$ cat src/rtl/rtl_link_master.sv
module rtl_link_master #(
  parameter int CLK_MHZ    = 125,
  parameter int HALF_US    = 5,
  parameter int GAP_US     = 100,
  parameter int POLL_MAX   = 40000,
  parameter int INIT_TRIES = 3,
  parameter int RESET_MAX  = 3
) (
  input  logic        clk,
  input  logic        rst_n,
  input  logic        req_valid,
  input  logic        req_write,
  input  logic [2:0]  req_addr,
  input  logic [31:0] req_wdata,
  output logic        busy,
  output logic        req_rej,
  output logic        done,
  output logic        err,
  output logic [31:0] rdata,
  input  logic        rtc_ready,
  input  logic        rtc_sdo,
  output logic        rtc_sen,
  output logic        rtc_sclk,
  output logic        rtc_sdi,
  output logic        rtc_srst
);
  localparam int HALF_CYC = CLK_MHZ * HALF_US;
  localparam int GAP_CYC  = CLK_MHZ * GAP_US;
  localparam int BIT_CYC  = 2 * HALF_CYC;
  localparam int TMAX0    = (POLL_MAX > GAP_CYC) ? POLL_MAX : GAP_CYC;
  localparam int TMAX     = (TMAX0 > BIT_CYC) ? TMAX0 : BIT_CYC;
  localparam int TW       = $clog2(TMAX + 1);
  localparam int TRW      = $clog2(INIT_TRIES + 1);
  localparam int RSW      = $clog2(RESET_MAX + 1);

  typedef enum logic [2:0] {
    ST_IDLE, ST_POLL, ST_GAP, ST_SRST, ST_SEND, ST_MODE, ST_RECV
  } st_t;

  st_t         st;
  logic [TW-1:0]  tcnt;
  logic [TRW-1:0] tries;
  logic [RSW-1:0] resets;
  logic [34:0] sreg;
  logic [5:0]  bleft;
  logic        wr_q, sen_q, done_q, err_q, rej_q;
  logic [31:0] rdata_q;

  wire in_pulse  = (st == ST_SEND) || (st == ST_MODE) || (st == ST_RECV);
  wire pulse_end = in_pulse && (tcnt == TW'(BIT_CYC - 1));

  assign busy     = (st != ST_IDLE);
  assign req_rej  = rej_q;
  assign done     = done_q;
  assign err      = err_q;
  assign rdata    = rdata_q;
  assign rtc_sen  = sen_q;
  assign rtc_sclk = in_pulse && (tcnt >= TW'(HALF_CYC));
  assign rtc_sdi  = (st == ST_SEND) ? sreg[34] : ((st == ST_MODE) && wr_q);
  assign rtc_srst = (st == ST_SRST);

  always_ff @(posedge clk) begin
    if (!rst_n) begin
      st      <= ST_IDLE;
      tcnt    <= '0;
      tries   <= '0;
      resets  <= '0;
      sreg    <= '0;
      bleft   <= '0;
      wr_q    <= 1'b0;
      sen_q   <= 1'b0;
      done_q  <= 1'b0;
      err_q   <= 1'b0;
      rej_q   <= 1'b0;
      rdata_q <= '0;
    end else begin
      done_q <= 1'b0;
      err_q  <= 1'b0;
      rej_q  <= req_valid && (st != ST_IDLE);
      case (st)
        ST_IDLE: begin
          if (req_valid) begin
            wr_q   <= req_write;
            sreg   <= req_write ? {req_wdata, req_addr} : {req_addr, 32'd0};
            bleft  <= req_write ? 6'd35 : 6'd3;
            tries  <= '0;
            resets <= '0;
            tcnt   <= '0;
            st     <= ST_POLL;
          end
        end
        ST_POLL: begin
          if (rtc_ready) begin
            sen_q <= 1'b1;
            tcnt  <= '0;
            st    <= ST_SEND;
          end else if (tcnt == TW'(POLL_MAX - 1)) begin
            tcnt <= '0;
            if (tries == TRW'(INIT_TRIES - 1)) begin
              tries <= '0;
              if (resets == RSW'(RESET_MAX)) begin
                done_q <= 1'b1;
                err_q  <= 1'b1;
                st     <= ST_IDLE;
              end else begin
                resets <= resets + 1'b1;
                st     <= ST_SRST;
              end
            end else begin
              tries <= tries + 1'b1;
              st    <= ST_GAP;
            end
          end else begin
            tcnt <= tcnt + 1'b1;
          end
        end
        ST_SRST: begin
          if (tcnt == TW'(BIT_CYC - 1)) begin
            tcnt <= '0;
            st   <= ST_GAP;
          end else begin
            tcnt <= tcnt + 1'b1;
          end
        end
        ST_GAP: begin
          if (tcnt == TW'(GAP_CYC - 1)) begin
            tcnt <= '0;
            st   <= ST_POLL;
          end else begin
            tcnt <= tcnt + 1'b1;
          end
        end
        ST_SEND: begin
          if (pulse_end) begin
            tcnt  <= '0;
            sreg  <= {sreg[33:0], 1'b0};
            bleft <= bleft - 1'b1;
            if (bleft == 6'd1) begin
              sen_q <= 1'b0;
              st    <= ST_MODE;
            end
          end else begin
            tcnt <= tcnt + 1'b1;
          end
        end
        ST_MODE: begin
          if (pulse_end) begin
            tcnt <= '0;
            if (wr_q) begin
              done_q <= 1'b1;
              st     <= ST_IDLE;
            end else begin
              bleft <= 6'd32;
              st    <= ST_RECV;
            end
          end else begin
            tcnt <= tcnt + 1'b1;
          end
        end
        ST_RECV: begin
          if (pulse_end) begin
            tcnt    <= '0;
            rdata_q <= {rdata_q[30:0], rtc_sdo};
            bleft   <= bleft - 1'b1;
            if (bleft == 6'd1) begin
              done_q <= 1'b1;
              st     <= ST_IDLE;
            end
          end else begin
            tcnt <= tcnt + 1'b1;
          end
        end
        default: st <= ST_IDLE;
      endcase
    end
  end
endmodule


$ cat config.mk
export PLATFORM = sky130hd
export DESIGN_NAME = rtl_link_master
export DESIGN_NICKNAME = d
export VERILOG_FILES = /design/src/rtl/rtl_link_master.sv
export SDC_FILE = /design/constraint.sdc
export NUM_CORES = 1
export LEC_CHECK = 0
export ABC_AREA = 1
export BUFFER_PORTS_ARGS = -buffer_cell sky130_fd_sc_hd__buf_2
export CORE_ASPECT_RATIO = 0.75
export CORE_UTILIZATION = 45
export DETAILED_ROUTE_END_ITERATION = 7
export PLACE_DENSITY = 0.75
export SETUP_SLACK_MARGIN = 0.1
export SYNTH_ARGS = -nofsm -noshare
export SYNTH_HDL_FRONTEND = slang
export SYNTH_SLANG_ARGS = --single-unit
$ cat constraint.sdc
create_clock -name clk -period 3.1 [get_ports clk]
set_input_delay 0.31 -clock clk [delete_from_list [all_inputs] [get_ports clk]]
set_output_delay 0.31 -clock clk [all_outputs]
set_load 0.01 [all_outputs]
==> results of run 1 <==
==> power groups by stage <==
| stage | registers [mW] | clock network (mW) | logic [mW] |
|---|---|---|---|
| 2_1_floorplan | 1.59 | 0 | 1.21 |
| 3_3_place_gp | 1.60 | 0 | 1.45 |
| 3_5_place_dp | 1.60 | 0 | 1.46 |
| 4_1_cts | 1.58 | 1.11 | 1.47 |
| 5_1_grt | 1.60 | 1.16 | 1.71 |
| 6_report | 1.58 | 1.08 | 1.48 |
==> worst max-delay path by stage <==
stage / end / cells past startpoint / start
global placement: sreg[2] / 6 / tcnt[0]
CTS: rtc_sdi / 5 / st[2]
floorplan: rdata[10] / 7 / tcnt[0]
detailed placement: sreg[16] / 6 / tcnt[0]
global route: sreg[12] / 7 / tcnt[1]
finish: rtc_sdi / 5 / st[2]
==> kinds of logic (layout without fill, tap and decap cells) <==
group | after synthesis | in the layout
adder cells (fa/ha/maj) | 6 | 6
AND/OR/NAND/NOR | 437 | 437
AO/OA/AOI/OAI | 109 | 109
buffers and inverters | 166 | 222
XOR/XNOR | 7 | 7
flip-flops | 101 | 101
==> metrics by stage <==
stage | hold slack (ns) | std cells | utilization
finish | 0.253 | 1048 | 0.517
global route | 0.265 | 1048 | 0.517
CTS | 0.243 | 1048 | 0.517
detailed placement | 0.480 | 1032 | 0.494
global placement | 0.480 | 1032 | 0.494
floorplan | 0.453 | 826 | -
==> per-layer routing <==
layer	vias to the layer above	global-route usage	wire length, um
li1	2734	-	-
met2	145	0.290	4960
met4	0	0.0575	162
met3	14	0.0362	661
met5	-	0	0
met1	2224	0.260	6090
==> registers in the layout, indices dropped and copies added, names as in the netlist <==
register and flops:
tries 2, sreg 35, rtc_sen 1, st 3, req_rej 1, bleft 6
wr_q 1, rdata 32, tcnt 16, done 1, err 1, resets 2
==> worst register-to-register path, delay by kind of cell (launching register included) <==
kind	cells	cell delay, ns
AOI/OAI and AO/OA	1	0.37
adders and majority gates	1	0.21
buffers and inverters	1	0.09
DFF	1	0.40
and+or+nand+nor	3	1.06
==> final cells by class <==
class,instances,area [um2]
clock buffers,9,225
repair buffers,85,450
well taps,166,208
inverters,121,455
multi-input cells,559,2960
clock inverters,7,58.8
flip-flops and latches,101,2020
fillers,1200,5970
==> cell usage in the layout (no fill, tap or decap), types with 3 or more instances in the layout <==
cell type | Yosys | routed
ha_1 | 6 | 6
buf_4 | 4 | 4
a21oi_2 | 3 | 3
nand3_1 | 84 | 84
nor2_1 | 113 | 113
nand2_4 | 3 | 3
buf_2 | 15 | 80
clkinv_2 | 1 | 3
inv_2 | 5 | 6
nor2_2 | 4 | 4
o21ai_1 | 4 | 4
nand4_1 | 6 | 6
xor2_1 | 6 | 6
nand3_2 | 9 | 9
nor3b_1 | 4 | 4
a21oi_1 | 51 | 51
o21ai_0 | 44 | 44
dfxtp_1 | 101 | 101
nand2_2 | 5 | 6
nand2_1 | 156 | 155
nor3b_2 | 28 | 28
clkbuf_16 | 0 | 9
inv_1 | 115 | 114
nor3_1 | 14 | 14
==> flow_metrics.tcl, run 1 <==
set metrics [dict create \
    dieWidth_um 132 \
    yosysMostFrequentCell "nand2_1" \
    power_density_nw_per_um2 648 \
    dp_slack_ns 0.889 \
    synth_largest_area_cell "dfxtp_1" \
    drc 0 \
    cp_num_buf_inv 2 \
    syn2layout_area_growth_pct 11.5 \
    drtIter0Drc 474 \
    synth_nets 873 \
    dp_hpwl_um 8050 \
    min_path_type "primary input to flop" \
    reg2reg_setup_slack_ns 0.87 \
    synth_top_family_by_area "simple AND/OR/NAND/NOR gates" \
    grt_overflow 0 \
    final.setup_skew_ns 0.00488 \
    p_int_mw 2.57 \
    grt_first_pass_wirelength_um 20400 \
    async_flop_share 0 \
    drive_above_1_share 0.194 \
    core_um2 12300 \
    post-route-min-period_ns 2.34 \
    min_to "rdata[0]" \
    drt_pass1_iterations 5 \
    portBuffers 80 \
    place_congestion 0.943 \
    finalPower_mw 4.13 \
    antenna_found_initial 0 \
    timing.setup.tns_ns 0 \
    synth_compound_area_frac 0.100 \
    slew-limit-headroom 0.487 \
    synth_edf_count 0 \
    worstMarginPinSlew_ns 0.769 \
    cts_tree "built" \
    swShare 0.378 \
    hold_violations 0 \
    post-route-cell-area_um2 6380 \
    synthTopCellsByCount "156 x nand2_1, 115 x inv_1, 113 x nor2_1, 101 x dfxtp_1, 84 x nand3_1" \
    via_per_inst 4.88 \
    startpoint_type "flop" \
    initial_core_util 0.463 \
    grt_use_total 0.186 \
    synth.distinct_cells 40 \
    slowest_delay_ns 0.50 \
    synthTopCellsByArea "dfxtp_1 35%, nand2_1 10%, inv_1 7.5%" \
    wl_per_cell_um 11.3 \
    synth_flop_cell "dfxtp_1" \
    seq_area_frac_synth 0.354 \
    period_share 0.753 \
    clockPowerShare 0.261 \
    ys_ff_latch 101 \
    end_kind "output pin" \
    setup_ws_ns 0.764 \
    drtAntennaViolNets 0 \
    seq_power_share 0.382 \
    status "finished clean" \
    setup_viol 0 \
    max_cap_violations 0 \
    arrival_ns 2.03 \
    fin_nets 924 \
    clk_pin_slew_ns 0.07 \
    numClockSinks 101 \
    critical_path.top_delay_family "buffers and inverters" \
    dpl_cell_area_um2 6090 \
    synth_xor_area_frac 0.0107 \
    crit_fanout 53 \
    cts.root.buffer_cell "clkbuf_16" \
    drt-total-wl_um 11900 \
    clk_latency_ns 0.35 \
    slew_viol_final 0 \
    hp-start "rtc_sdo" \
    cp_slowest_cell "dfxtp_1" \
    crit_chain "nand2_2, nor2_4, inv_2, o21ai_0, buf_2" \
    timing.rr.end "sreg[16]" \
    postCtsSetupRepairBufs 0 \
    dieArea_um2 13200 \
    cts_resized 0 \
    syn_area_per_cell_um2 6.92 \
    grt_max_degree 71 \
    cts_hold_buf 0 \
    p_leak_nw 3.26 \
    synth_top_cell_area_share 0.354 \
    synthSimpleGateAreaFrac 0.393 \
    die_h_um 99.6 \
    crit_type "flop to output pin" \
    syn_inst 826 \
    cts_buffers 9 \
    combPwrFrac 0.357 \
    rsz0062_at_grt "no" \
    cts.path.max_buffers 2 \
    htree_levels 3 \
    num_vias 5117 \
    reg2reg_depth 6 \
    p_sw_mw 1.56 \
    first_global_vias 4448 \
    ios 81 \
    synthMuxAreaShare 0 \
    required_ns 2.79 \
    antenna_cells 0 \
    synth_warnings 0 \
    synthAdderAreaFrac 0.0131 \
    peakVddDrop_mv 0.399 \
    timing.rr.start "tcnt[0]" \
    hold_depth 3 \
    rows 35 \
    max_freq_mhz 428 \
    syn_area_um2 5720 \
]
(Power assumes the default switching activity.)
==> run 2, diff against run 1 <==
--- a/config.mk
+++ b/config.mk
@@ -10,7 +10,7 @@
 export CORE_ASPECT_RATIO = 0.75
 export CORE_UTILIZATION = 45
 export DETAILED_ROUTE_END_ITERATION = 7
-export PLACE_DENSITY = 0.75
+export PLACE_DENSITY = 0.78
 export SETUP_SLACK_MARGIN = 0.1
 export SYNTH_ARGS = -nofsm -noshare
 export SYNTH_HDL_FRONTEND = slang
==> constraint.sdc (replaced) <==
create_clock -name clk -period 2 [get_ports clk]
set_input_delay 0.2 -clock clk [delete_from_list [all_inputs] [get_ports clk]]
set_output_delay 0.2 -clock clk [all_outputs]
set_load 0.01 [all_outputs]
==> flow_metrics.tcl, run 2 (synthesized netlist as in run 1, its figures left out) <==
set metrics [dict create \
    timing.rr.end "tcnt[10]" \
    power_density_nw_per_um2 1010 \
    rsz0062_at_grt "yes" \
    final.setup_skew_ns 0.00705 \
    cts.root.buffer_cell "clkbuf_16" \
    grt_max_degree 71 \
    largest_reg_flops 35 \
    finalPower_mw 6.71 \
    hold_violations 0 \
    drc 0 \
    hp-start "rtc_sdo" \
    min_to "rdata[0]" \
    combPwrFrac 0.354 \
    timing.rr.start "st[1]" \
    grt_overflow 0 \
    worstMarginPinSlew_ns 0.470 \
    p_leak_nw 3.37 \
    period_share 0.937 \
    fillCellCount 1158 \
    core_um2 12300 \
    via_per_inst 5.01 \
    dp_hpwl_um 8760 \
    grt_first_pass_wirelength_um 21500 \
    cts_buffers 9 \
    htree_levels 3 \
    first_global_vias 4549 \
    antenna_found_initial 0 \
    grt_use_total 0.199 \
    swShare 0.377 \
    end_kind "output pin" \
    drtAntennaViolNets 0 \
    drive_above_1_share 0.221 \
    cts.path.max_buffers 2 \
    clk_pin_slew_ns 0.08 \
    final_common_cell "nand2_1" \
    num_vias 5323 \
    drt-total-wl_um 12900 \
    required_ns 1.80 \
    min_path_type "primary input to flop" \
    seq_power_share 0.372 \
    slew_viol_final 0 \
    clk_latency_ns 0.35 \
    slew-limit-headroom 0.686 \
    wl_per_cell_um 12.1 \
    antenna_cells 0 \
    initial_core_util 0.463 \
    setup_viol 0 \
    die_h_um 99.6 \
    seq_area_um2 2040 \
    portBuffers 80 \
    ios 81 \
    multi_input_area_um2 3000 \
    drtIter0Drc 445 \
    crit_type "flop to output pin" \
    syn2layout_area_growth_pct 15.7 \
    p_int_mw 4.18 \
    fin_nets 938 \
    top_register "sreg" \
    hold_depth 3 \
    max_freq_mhz 534 \
    numClockSinks 101 \
    timing.setup.tns_ns 0 \
    dieArea_um2 13200 \
    startpoint_type "flop" \
    place_congestion 0.910 \
    clockPowerShare 0.274 \
    arrival_ns 1.67 \
    reg2reg_depth 9 \
    mostFrequentLayoutCells "155 x nand2_1, 112 x inv_1, 109 x nor2_1, 96 x dfxtp_1, 84 x nand3_1" \
    max_cap_violations 0 \
    p_sw_mw 2.53 \
    post-route-min-period_ns 1.87 \
    cts_tree "built" \
    status "finished clean" \
    drt_pass1_iterations 5 \
    dieWidth_um 132 \
    cts_hold_buf 0 \
    crit_fanout 5 \
    reg2reg_setup_slack_ns 0.23 \
    peakVddDrop_mv 0.539 \
    rows 35 \
]
==> run 2: cell count changes in the layout (fill, tap and decap cells not counted), moves of 2 or more <==
cell	previous run	this run
buf_12	1	4
nor2_4	2	4
inv_1	114	112
clkinv_2	3	1
nor2_2	4	6
nor2_1	113	109
dfxtp_4	0	3
dfxtp_1	101	96
buf_4	4	15
dfxtp_2	0	2
==> run 2: repair_timing <==
action                     in CTS  in global routing
pin swaps                       2                  3
setup endpoints to repair       3                 25
gates cloned                    0                  0
setup buffers                   1                  3
resized for setup               9                 12
==> run 2: metal layers <==
metal  vias up  share of wire  global-route usage
met5         -              0                   0
met4         0          0.012              0.0548
met3        15          0.073              0.0398
met2       167           0.43               0.299
met1      2374           0.48               0.288
li1       2767              -                   -
==> run 2: how the worst max path moves through the flow <==
stage	to	cells past startpoint	start	slack, ns
2_1_floorplan	rdata[10]	7	tcnt[0]	0.40
3_3_place_gp	tcnt[11]	11	st[0]	0.14
3_5_place_dp	tcnt[13]	10	tcnt[0]	0.11
4_1_cts	rtc_sclk	7	tcnt[1]	0.10
5_1_grt	rtc_sclk	6	tcnt[0]	0.008
6_report	rtc_sclk	5	tcnt[4]	0.13
==> run 2: through the flow <==
step,hold slack (ns),worst slack [ns],cell area (um2),util,cells
6_report,0.149,0.126,6620,0.536,1062
3_5_place_dp,0.481,0.111,6210,0.503,1042
4_1_cts,0.136,0.101,6560,0.531,1059
3_3_place_gp,0.478,0.137,6210,0.503,1042
2_1_floorplan,0.365,0.395,5720,-,826
5_1_grt,0.178,0.00842,6620,0.536,1062
==> run 2: power groups by stage <==
| stage | Sequential [mW] | Combinational [mW] | Clock [mW] |
|---|---|---|---|
| floorplan | 2.46 | 1.88 | 0 |
| global placement | 2.50 | 2.24 | 0 |
| detailed placement | 2.52 | 2.28 | 0 |
| CTS | 2.48 | 2.33 | 1.89 |
| global route | 2.52 | 2.73 | 1.97 |
| finish | 2.49 | 2.38 | 1.84 |
==> run 2: final cells by class <==
type,count,share of cell area
clock inverters,7,0.0140
repair buffers,99,0.0897
flip-flops and latches,101,0.308
well taps,166,0.0314
inverters,121,0.0694
multi-input cells,559,0.454
clock buffers,9,0.0340
==> run 2: critical path, cell delays in order, from the launching register on <==
cell	delay (ns)
dfxtp_1	0.49
nand2_1	0.18
a31oi_4	0.22
o2111ai_1	0.12
a21oi_1	0.16
buf_2	0.15
